File: config.mk
export PLATFORM = sky130hd
export DESIGN_NAME = t1_tx_encoder
export DESIGN_NICKNAME = d
export VERILOG_FILES = /design/src/rtl/t1tx_pkg.sv /design/src/rtl/t1tx_src_sel.sv /design/src/rtl/t1tx_nrz_det.sv /design/src/rtl/t1tx_line_coder.sv /design/src/rtl/t1_tx_encoder.sv
export SDC_FILE = /design/constraint.sdc
export NUM_CORES = 1
export LEC_CHECK = 0
export ABC_AREA = 1
export BUFFER_PORTS_ARGS = -buffer_cell sky130_fd_sc_hd__buf_2
export CAP_MARGIN = 5
export CORE_MARGIN = 1
export CORE_UTILIZATION = 52
export DETAILED_ROUTE_END_ITERATION = 8
export HOLD_SLACK_MARGIN = 0.03
export PLACE_DENSITY_LB_ADDON = 0.05
export SLEW_MARGIN = 20
export SYNTH_ARGS = -nofsm -noshare
export SYNTH_HDL_FRONTEND = slang
export SYNTH_SLANG_ARGS = --single-unit
export TNS_END_PERCENT = 10
File: constraint.sdc
create_clock -name clk -period 1.4 [get_ports clk]
set_input_delay 0.07 -clock clk [delete_from_list [all_inputs] [get_ports clk]]
set_output_delay 0.07 -clock clk [all_outputs]
set_load 0.01 [all_outputs]
File: src/rtl/t1tx_pkg.sv
package t1tx_pkg;

  // Length of a zero run that B8ZS replaces; the substitution pattern is fixed to it.
  localparam int ZCS_RUN = 8;

  // Symbols held in the look-ahead window; polarity is resolved at emission.
  typedef enum logic [2:0] {
    SYM_ZERO  = 3'd0,  // no pulse
    SYM_AMI   = 3'd1,  // mark, opposite to the previous mark
    SYM_PLUS  = 3'd2,  // mark, forced positive
    SYM_MINUS = 3'd3,  // mark, forced negative
    SYM_VIOL  = 3'd4,  // mark, same as the previous mark
    SYM_BAL   = 3'd5   // mark, opposite to the previous mark (substitution)
  } sym_t;

  // Map one sampled rail pair to a symbol.
  function automatic sym_t classify(input logic p, input logic n, input logic nrz);
    if (nrz) return (p | n) ? SYM_AMI : SYM_ZERO;
    if (p) return SYM_PLUS;
    if (n) return SYM_MINUS;
    return SYM_ZERO;
  endfunction

  // Substitution content by window slot, slot 0 being the newest bit.
  function automatic sym_t zcs_slot(input int idx);
    case (idx)
      0, 3:    return SYM_BAL;
      1, 4:    return SYM_VIOL;
      default: return SYM_ZERO;
    endcase
  endfunction

  // Pulse pair {pos, neg} for a symbol given the polarity of the last mark.
  function automatic logic [1:0] emit_pair(input sym_t s, input logic last_pos);
    case (s)
      SYM_AMI, SYM_BAL: return {~last_pos, last_pos};
      SYM_VIOL:         return {last_pos, ~last_pos};
      SYM_PLUS:         return 2'b10;
      SYM_MINUS:        return 2'b01;
      default:          return 2'b00;
    endcase
  endfunction

endpackage

File: src/rtl/t1tx_src_sel.sv
module t1tx_src_sel #(
  parameter int SYNC_STAGES = 2
) (
  input  logic clk,
  input  logic rst_n,
  input  logic loop_sel,
  input  logic pri_clk,
  input  logic pri_pos,
  input  logic pri_neg,
  input  logic lb_clk,
  input  logic lb_pos,
  input  logic lb_neg,
  output logic bit_stb,
  output logic bit_p,
  output logic bit_n
);

  localparam int CK_W = SYNC_STAGES + 1;

  logic raw_ck, raw_p, raw_n;
  logic [CK_W-1:0]        ck_q;
  logic [SYNC_STAGES-1:0] p_q, n_q;

  assign raw_ck = loop_sel ? lb_clk : pri_clk;
  assign raw_p  = loop_sel ? lb_pos : pri_pos;
  assign raw_n  = loop_sel ? lb_neg : pri_neg;

  // Rails travel alongside the clock so they stay aligned with its last stage.
  always_ff @(posedge clk or negedge rst_n) begin
    if (!rst_n) begin
      ck_q <= '0;
      p_q  <= '0;
      n_q  <= '0;
    end else begin
      ck_q <= {ck_q[CK_W-2:0], raw_ck};
      p_q  <= {p_q[SYNC_STAGES-2:0], raw_p};
      n_q  <= {n_q[SYNC_STAGES-2:0], raw_n};
    end
  end

  // One-cycle strobe on the first low sample of the line clock.
  assign bit_stb = ck_q[CK_W-1] & ~ck_q[CK_W-2];
  assign bit_p   = p_q[SYNC_STAGES-1];
  assign bit_n   = n_q[SYNC_STAGES-1];

endmodule

File: src/rtl/t1tx_nrz_det.sv
module t1tx_nrz_det #(
  parameter int HOLD = 32
) (
  input  logic clk,
  input  logic rst_n,
  input  logic bit_stb,
  input  logic bit_p,
  input  logic bit_n,
  output logic coinc,
  output logic nrz_mode,
  output logic use_nrz
);

  localparam int CW = $clog2(HOLD);

  logic [CW-1:0] clean_q;

  assign coinc   = bit_stb & bit_p & bit_n;
  assign use_nrz = nrz_mode | (bit_p & bit_n);

  always_ff @(posedge clk or negedge rst_n) begin
    if (!rst_n) begin
      nrz_mode <= 1'b0;
      clean_q  <= '0;
    end else if (coinc) begin
      nrz_mode <= 1'b1;
      clean_q  <= '0;
    end else if (bit_stb && nrz_mode) begin
      if (clean_q == CW'(HOLD - 1)) begin
        nrz_mode <= 1'b0;
        clean_q  <= '0;
      end else begin
        clean_q <= clean_q + 1'b1;
      end
    end
  end

endmodule

File: src/rtl/t1tx_line_coder.sv
module t1tx_line_coder
  import t1tx_pkg::*;
(
  input  logic clk,
  input  logic rst_n,
  input  logic bit_stb,
  input  logic zcs_en,
  input  logic alarm_en,
  input  sym_t sym_in,
  output logic tx_pos,
  output logic tx_neg
);

  sym_t win [ZCS_RUN];
  sym_t nxt [ZCS_RUN];
  logic run_zero;
  logic zcs_hit;
  logic last_pos;
  logic [1:0] pair_data, pair_ais;

  for (genvar g = 0; g < ZCS_RUN; g++) begin : g_shift
    if (g == 0) begin : g_head
      assign nxt[g] = sym_in;
    end else begin : g_body
      assign nxt[g] = win[g-1];
    end
  end

  always_comb begin
    run_zero = 1'b1;
    for (int i = 0; i < ZCS_RUN; i++) begin
      if (nxt[i] != SYM_ZERO) run_zero = 1'b0;
    end
  end

  assign zcs_hit   = bit_stb & zcs_en & ~alarm_en & run_zero;
  assign pair_data = emit_pair(win[ZCS_RUN-1], last_pos);
  assign pair_ais  = emit_pair(SYM_AMI, last_pos);

  always_ff @(posedge clk or negedge rst_n) begin
    if (!rst_n) begin
      for (int i = 0; i < ZCS_RUN; i++) win[i] <= SYM_ZERO;
      tx_pos   <= 1'b0;
      tx_neg   <= 1'b0;
      last_pos <= 1'b0;
    end else if (bit_stb) begin
      if (alarm_en) begin
        for (int i = 0; i < ZCS_RUN; i++) win[i] <= SYM_AMI;
        {tx_pos, tx_neg} <= pair_ais;
        last_pos         <= pair_ais[1];
      end else begin
        for (int i = 0; i < ZCS_RUN; i++) win[i] <= zcs_hit ? zcs_slot(i) : nxt[i];
        {tx_pos, tx_neg} <= pair_data;
        if (|pair_data) last_pos <= pair_data[1];
      end
    end
  end

endmodule

File: src/rtl/t1_tx_encoder.sv
module t1_tx_encoder
  import t1tx_pkg::*;
#(
  parameter int SYNC_STAGES = 2,
  parameter int NRZ_HOLD    = 32
) (
  input  logic clk,
  input  logic rst_n,
  input  logic loop_sel,
  input  logic zcs_en,
  input  logic alarm_en,
  input  logic pri_clk,
  input  logic pri_pos,
  input  logic pri_neg,
  input  logic lb_clk,
  input  logic lb_pos,
  input  logic lb_neg,
  output logic tx_pos,
  output logic tx_neg
);

  logic bit_stb, bit_p, bit_n;
  logic coinc, nrz_mode, use_nrz;
  sym_t sym;

  t1tx_src_sel #(.SYNC_STAGES(SYNC_STAGES)) u_src (
    .clk     (clk),
    .rst_n   (rst_n),
    .loop_sel(loop_sel),
    .pri_clk (pri_clk),
    .pri_pos (pri_pos),
    .pri_neg (pri_neg),
    .lb_clk  (lb_clk),
    .lb_pos  (lb_pos),
    .lb_neg  (lb_neg),
    .bit_stb (bit_stb),
    .bit_p   (bit_p),
    .bit_n   (bit_n)
  );

  t1tx_nrz_det #(.HOLD(NRZ_HOLD)) u_nrz (
    .clk     (clk),
    .rst_n   (rst_n),
    .bit_stb (bit_stb),
    .bit_p   (bit_p),
    .bit_n   (bit_n),
    .coinc   (coinc),
    .nrz_mode(nrz_mode),
    .use_nrz (use_nrz)
  );

  assign sym = classify(bit_p, bit_n, use_nrz);

  t1tx_line_coder u_coder (
    .clk     (clk),
    .rst_n   (rst_n),
    .bit_stb (bit_stb),
    .zcs_en  (zcs_en),
    .alarm_en(alarm_en),
    .sym_in  (sym),
    .tx_pos  (tx_pos),
    .tx_neg  (tx_neg)
  );

endmodule

== Word level (Yosys, flattened, before mapping) ==
Cells that the tools add are included.
Word-level totals
  register bits after elaboration: 40
  output and inout port bits: 2
Operators by class
  $add $sub $neg: 1
  equal/unequal tests: 6
  mux-type cells: 44
  bitwise operators: 12
  reductions and logical operators: 16
Operators with widths (count)
  3-bit two-way mux: 14
  1-bit two-way mux: 25
  24-bit two-way mux: 1
  3-bit nonzero test: 8
  5-bit two-way mux: 3
  2-bit case mux with 4 select lines: 1
  1-bit AND: 7
  3-bit by 2-bit == test with 1-bit output (second input constant): 2
  3-bit == test (second input constant): 2
  2-bit nonzero test: 3
  5-bit by 1-bit adder with 5-bit output (second input constant): 1
  5-bit == test (second input constant): 1
  2-bit AND reduction: 2
  2-bit OR reduction: 2
  3-bit by 1-bit == test with 1-bit output (second input constant): 1
  1-bit inverter: 3
  1-bit OR: 2
  1-bit logical AND: 1

== Logic depth before layout (Yosys ltp) ==
  word-level depth: 21
  mapped depth: 9
  depth with buffers taken out: 9

== By module ==
From an unflattened synthesis, not the netlist that was laid out.
Unflattened totals
  cell total of the unflattened synthesis: 222
  area, all modules: 1819.2 µm²
By module, submodules not included
  t1tx_line_coder: instances 1, cells an instance 149, area an instance 1222.4 µm²
  t1tx_nrz_det: instances 1, cells an instance 47, area an instance 350.3 µm²
  t1tx_src_sel: instances 1, cells an instance 19, area an instance 220.2 µm²
  t1_tx_encoder: instances 1, cells an instance 7, area an instance 26.3 µm²

== Worst setup path after synthesis ==
No wires, ideal clock.
  kind: reg2reg
  start: register u_nrz.clean_q[0]
  end: register u_nrz.clean_q[0]
  setup time: 0.064 ns
  arrival: 1.329 ns
  required time: 1.336 ns
  setup slack: 0.006 ns
  stages on the path, launching flop included: 9
  path buffers: 0
  period minus slack after synthesis: 1.394 ns
  path through: dfrtp_1 > ha_1 > inv_1 > nor3_1 > ha_1 > a21oi_1 > nor2_1 > a21oi_1 > o21a_1
On the way
  cells in the longest elaborated chain, start to end: 4
RTL lines
  start, declared: RTL line t1tx_nrz_det.sv:16  | logic [CW-1:0] clean_q;
  start signal, assigned: RTL line t1tx_nrz_det.sv:33  | clean_q <= clean_q + 1'b1;
  5-bit by 1-bit adder with 5-bit output / 5-bit == test (equally long branches): RTL line t1tx_nrz_det.sv:33, t1tx_nrz_det.sv:29
  5-bit two-way mux *: RTL line t1tx_nrz_det.sv:29  | if (clean_q == CW'(HOLD - 1)) begin
  5-bit two-way mux *: RTL line t1tx_nrz_det.sv:28  | end else if (bit_stb && nrz_mode) begin
  5-bit two-way mux *: RTL line t1tx_nrz_det.sv:25  | end else if (coinc) begin
Mark *: on every way between the ends. The rest lies on a longest branch, timed or not. The select of a mux whose other input is x is not followed.
A chain may end at the register's enable or synchronous reset.

== Final worst setup path ==
  start: register u_nrz.clean_q[1]
  end: register u_nrz.clean_q[0]
On the way
  cells in the longest elaborated chain, start to end: 4
RTL lines (RTL line)
  5-bit == test: t1tx_nrz_det.sv:29
  5-bit two-way mux: t1tx_nrz_det.sv:29
  5-bit two-way mux: t1tx_nrz_det.sv:28
  5-bit two-way mux: t1tx_nrz_det.sv:25
Every way passes these cells. The select of a mux whose other input is x is not followed.

==> metrics.log <==
INFO  metric design.portCount = 13
INFO  metric maxCapViolCount = 0
INFO  metric detail_route.wirelength = roughly 3.3 mm
INFO  metric power_switching = 0.808 mW
INFO  metric cp-endpoint = u_nrz.clean_q[0]
INFO  metric detail_route.drc_violations = 0
INFO  metric p_int = 1.84 mW
INFO  metric endpoint_kind = flip-flop
INFO  metric drt_via_density = about 5.1
INFO  metric register_area = 1000 um2
INFO  metric setup.reg_to_reg.worst_slack = -4 ps
INFO  metric p_clk_share = between 20% and 30%
INFO  metric timing_worst_slew_pin_value = about 460 ps
INFO  metric worst_ir_drop_vdd = around 0.72 mV
INFO  metric final_design_area_excluding_fillers = between 2000 and 2500 um2
INFO  metric grt_pass1_wl = 5.61 mm
INFO  metric antenna-diode-count = 0
INFO  metric hold_path_class = in -> reg
INFO  metric cp-start-kind = flip-flop
INFO  metric fraction_of_layout_instances_using_a_drive_strength_above_1 = a little under 20%
INFO  metric area_growth = 18.6%
INFO  metric min_period_over_period = 100%
INFO  metric clkSinkCount = 40
INFO  metric globalplace.congestion = 0.795
INFO  metric cts_tree = yes
INFO  metric final_total_negative_setup_slack = -4.11 ps
INFO  metric initial_utilization = approximately 56%
INFO  metric route.antenna.remaining_nets = 0
INFO  metric areal_power_density_over_the_cells = around 1300 nW/um2
INFO  metric power.leakage = just over 1 nW
INFO  metric postSynthAreaPerCell = between 8 and 9 um2
INFO  metric synth_largest_type_area_fraction = 57.3%
INFO  metric stdcell_count = between 200 and 300
INFO  metric synth_enable_flop_cells = 0
INFO  metric timing.hold.ws = about 70 ps
INFO  metric worst_slew_margin_rel = a little over two thirds
INFO  metric skew = 5.16 ps
INFO  metric cts_buffer_depth = 2
INFO  metric placedCellCount = approximately 250
INFO  metric min-delay-start = alarm_en
INFO  metric grtUsageTotal = around 22%
INFO  metric initialDrtViolationCount = 93
INFO  metric ys_seq_elements = 40
INFO  metric core-area = 3130 um2
INFO  metric timing.final.hold_violations = 0
INFO  metric timing_worst_setup_path_type = reg -> reg
INFO  metric synth.net_count = about 210
INFO  metric postPlaceCellArea = around 1900 um2
INFO  metric worstReg2RegStart = u_nrz.clean_q[1]
INFO  metric cts-htree-levels = 2
INFO  metric switching_share = a little under a third
INFO  metric setup.worst_path.start = u_nrz.clean_q[1]
INFO  metric hpwlAfterDp = around 2.3 mm
INFO  metric fmax = 712 MHz
INFO  metric timing.critical_path.required = around 1700 ps
INFO  metric async_flop_share = between 90% and 100%
INFO  metric total_number_of_yosys_warnings = 0
INFO  metric largest_net_degree_at_the_start_of_global_routing = 22
INFO  metric worstReg2RegEnd = u_nrz.clean_q[0]
INFO  metric rr_worst_depth = 8
INFO  metric postSynthCellCount = between 150 and 200
INFO  metric synth.cell_area = around 1700 um2
INFO  metric tritonroute_pass_1_iters = 5
INFO  metric netlist-cell-type-count = 25
INFO  metric most_repeated_cell_in_the_gate_level_netlist_after_synthesis = dfrtp_1
INFO  metric synth_area_leaders = dfrtp_1, inv_1, nand2_1
INFO  metric crit_arrival = between 1500 and 2000 ps
INFO  metric nFillCells = 273
INFO  metric power.total = around 2.6 mW
INFO  metric floorplan.rows = 20
INFO  metric combinationalPowerShare = between 20% and 30%
INFO  metric time_the_worst_path_needs_with_i_o_delays_and_setup = between 1000 and 1500 ps
INFO  metric clock-root-buffer = clkbuf_4
INFO  metric via_count = 1369
INFO  metric fp.dieArea = about 3600 um2
INFO  metric grt_antenna_before_repair = 0
INFO  metric grt_remaining_overflow = 0
INFO  metric chipHeight = approximately 60 um
INFO  metric avgRoutedWirePerCell = roughly 12 um
INFO  metric synth_sequential_area_ratio = a little under three fifths
INFO  metric io_buf_count = 12
INFO  metric via_count_of_the_first_global_routing_pass = about 1300
INFO  metric clock_pin_slew_on_the_worst_setup_and_hold_paths = between 100 and 150 ps
INFO  metric synth-main-ff-cell = dfrtp_1
INFO  metric failing_checks = negative setup slack
INFO  metric worst-path-max-fanout = 3
INFO  metric post-route-worst-setup-slack = -4.11 ps
INFO  metric setup-violations-final = 1
INFO  metric clock_latency_reported_for_the_late_side_of_the_worst_skew_pair = approximately 350 ps
INFO  metric finish.utilization = about two thirds
INFO  metric sequentialPowerShare = between 50 and 60%
INFO  metric synthDominantAreaCellType = dfrtp_1
INFO  metric status = finished, violations left
INFO  metric post-place-ws = -100 ps
INFO  metric maxSlewViolCount = 0
INFO  metric synth.top_cells.by_count = dfrtp_1, inv_1, nand2_1
INFO  metric total_area_of_multi_input_combinational_cells = 626 um2
INFO  metric num_cts_buffers = 5
INFO  metric dieWidth = 60.0 um
INFO  metric nets = approximately 240
INFO  metric unrepaired_setup_endpoints_after_global_routing = yes
==> registers in the layout, summed over array words and instances, names as in the netlist <==
register          cells
u_coder.nxt          21
u_nrz.clean_q         5
u_src.ck_q            3
u_src.n_q             2
u_coder.tx_neg        1
u_coder.last_pos      1
u_coder.win           3
u_src.p_q             2
u_coder.tx_pos        1
u_nrz.nrz_mode        1
==> critical path, stage by stage, from the launching register on <==
cell and delay, ps:
dfrtp_1 430, ha_2 210, inv_2 70, nor3_2 40
ha_2 190, a21oi_4 160, nor2_4 60, a21oi_2 100
o21a_1 120
==> logic make-up after synthesis <==
| kind of cell | Yosys count | synth area share (%) |
|---|---|---|
| compound gates | 35 | 11.7 |
| buf+inv | 40 | 8.74 |
| fa+ha+maj | 2 | 1.43 |
| mux | 3 | 1.93 |
| flops | 40 | 57.3 |
| simple gates | 75 | 18.8 |
==> cell type report <==
| class | count | area share (%) |
|---|---|---|
| flip-flops and latches | 40 | 48.4 |
| repair buffers | 26 | 9.42 |
| multi-input cells | 115 | 30.2 |
| inverters | 36 | 6.52 |
| well taps | 44 | 2.66 |
| clock buffers | 8 | 2.84 |
==> timing repair <==
| action | in CTS | in global routing |
|---|---|---|
| endpoints found under the setup margin | 4 | 4 |
| hold endpoints to repair | 43 | 0 |
| pin swaps | 2 | 2 |
| hold buffers | 7 | 0 |
| setup buffers | 0 | 1 |
| resized for setup | 6 | 4 |
==> layout by cell type, fill, tap and decap left out, types with 2 or more instances in the layout <==
cell and instances:
dfrtp_1 39, nand2_1 35, inv_1 34, nor2_1 19, buf_2 12, o22ai_1 11
nand3_1 10, o21ai_0 10, dlygate4sd3_1 7, buf_4 6, a21oi_1 5, clkbuf_4 5
mux2_2 3, inv_2 2, nand2_2 2, nand2_4 2, nor3_1 2, a22oi_1 2
ha_2 2, clkbuf_1 2
==> power groups by stage <==
stage	sequential (mW)	combinational, mW	clock [mW]
finish	1.42	0.620	0.602
global route	1.44	0.710	0.661
CTS	1.42	0.590	0.619
detailed placement	1.44	0.555	0
global placement	1.43	0.531	0
floorplan	1.43	0.370	0
==> how the worst min path moves through the flow <==
stage | end | slack (ps) | cells past startpoint
2_1_floorplan | u_coder.last_pos | -230 | 0
3_3_place_gp | u_coder.nxt[1] | 40 | 1
3_5_place_dp | u_coder.nxt[1] | 50 | 1
4_1_cts | u_coder.nxt[6] | 70 | 3
5_1_grt | u_coder.nxt[6] | 80 | 3
6_report | u_coder.nxt[6] | 70 | 3
==> layer usage <==
metal | part of all wire (%) | up-vias | track usage, %
met4 | 0.63 | 0 | 6.98
met5 | 0 | - | 0
met3 | 4.2 | 4 | 7.14
met1 | 45 | 656 | 27.1
li1 | - | 683 | -
met2 | 50 | 26 | 34.9
Power figures use the tool's default switching activity.
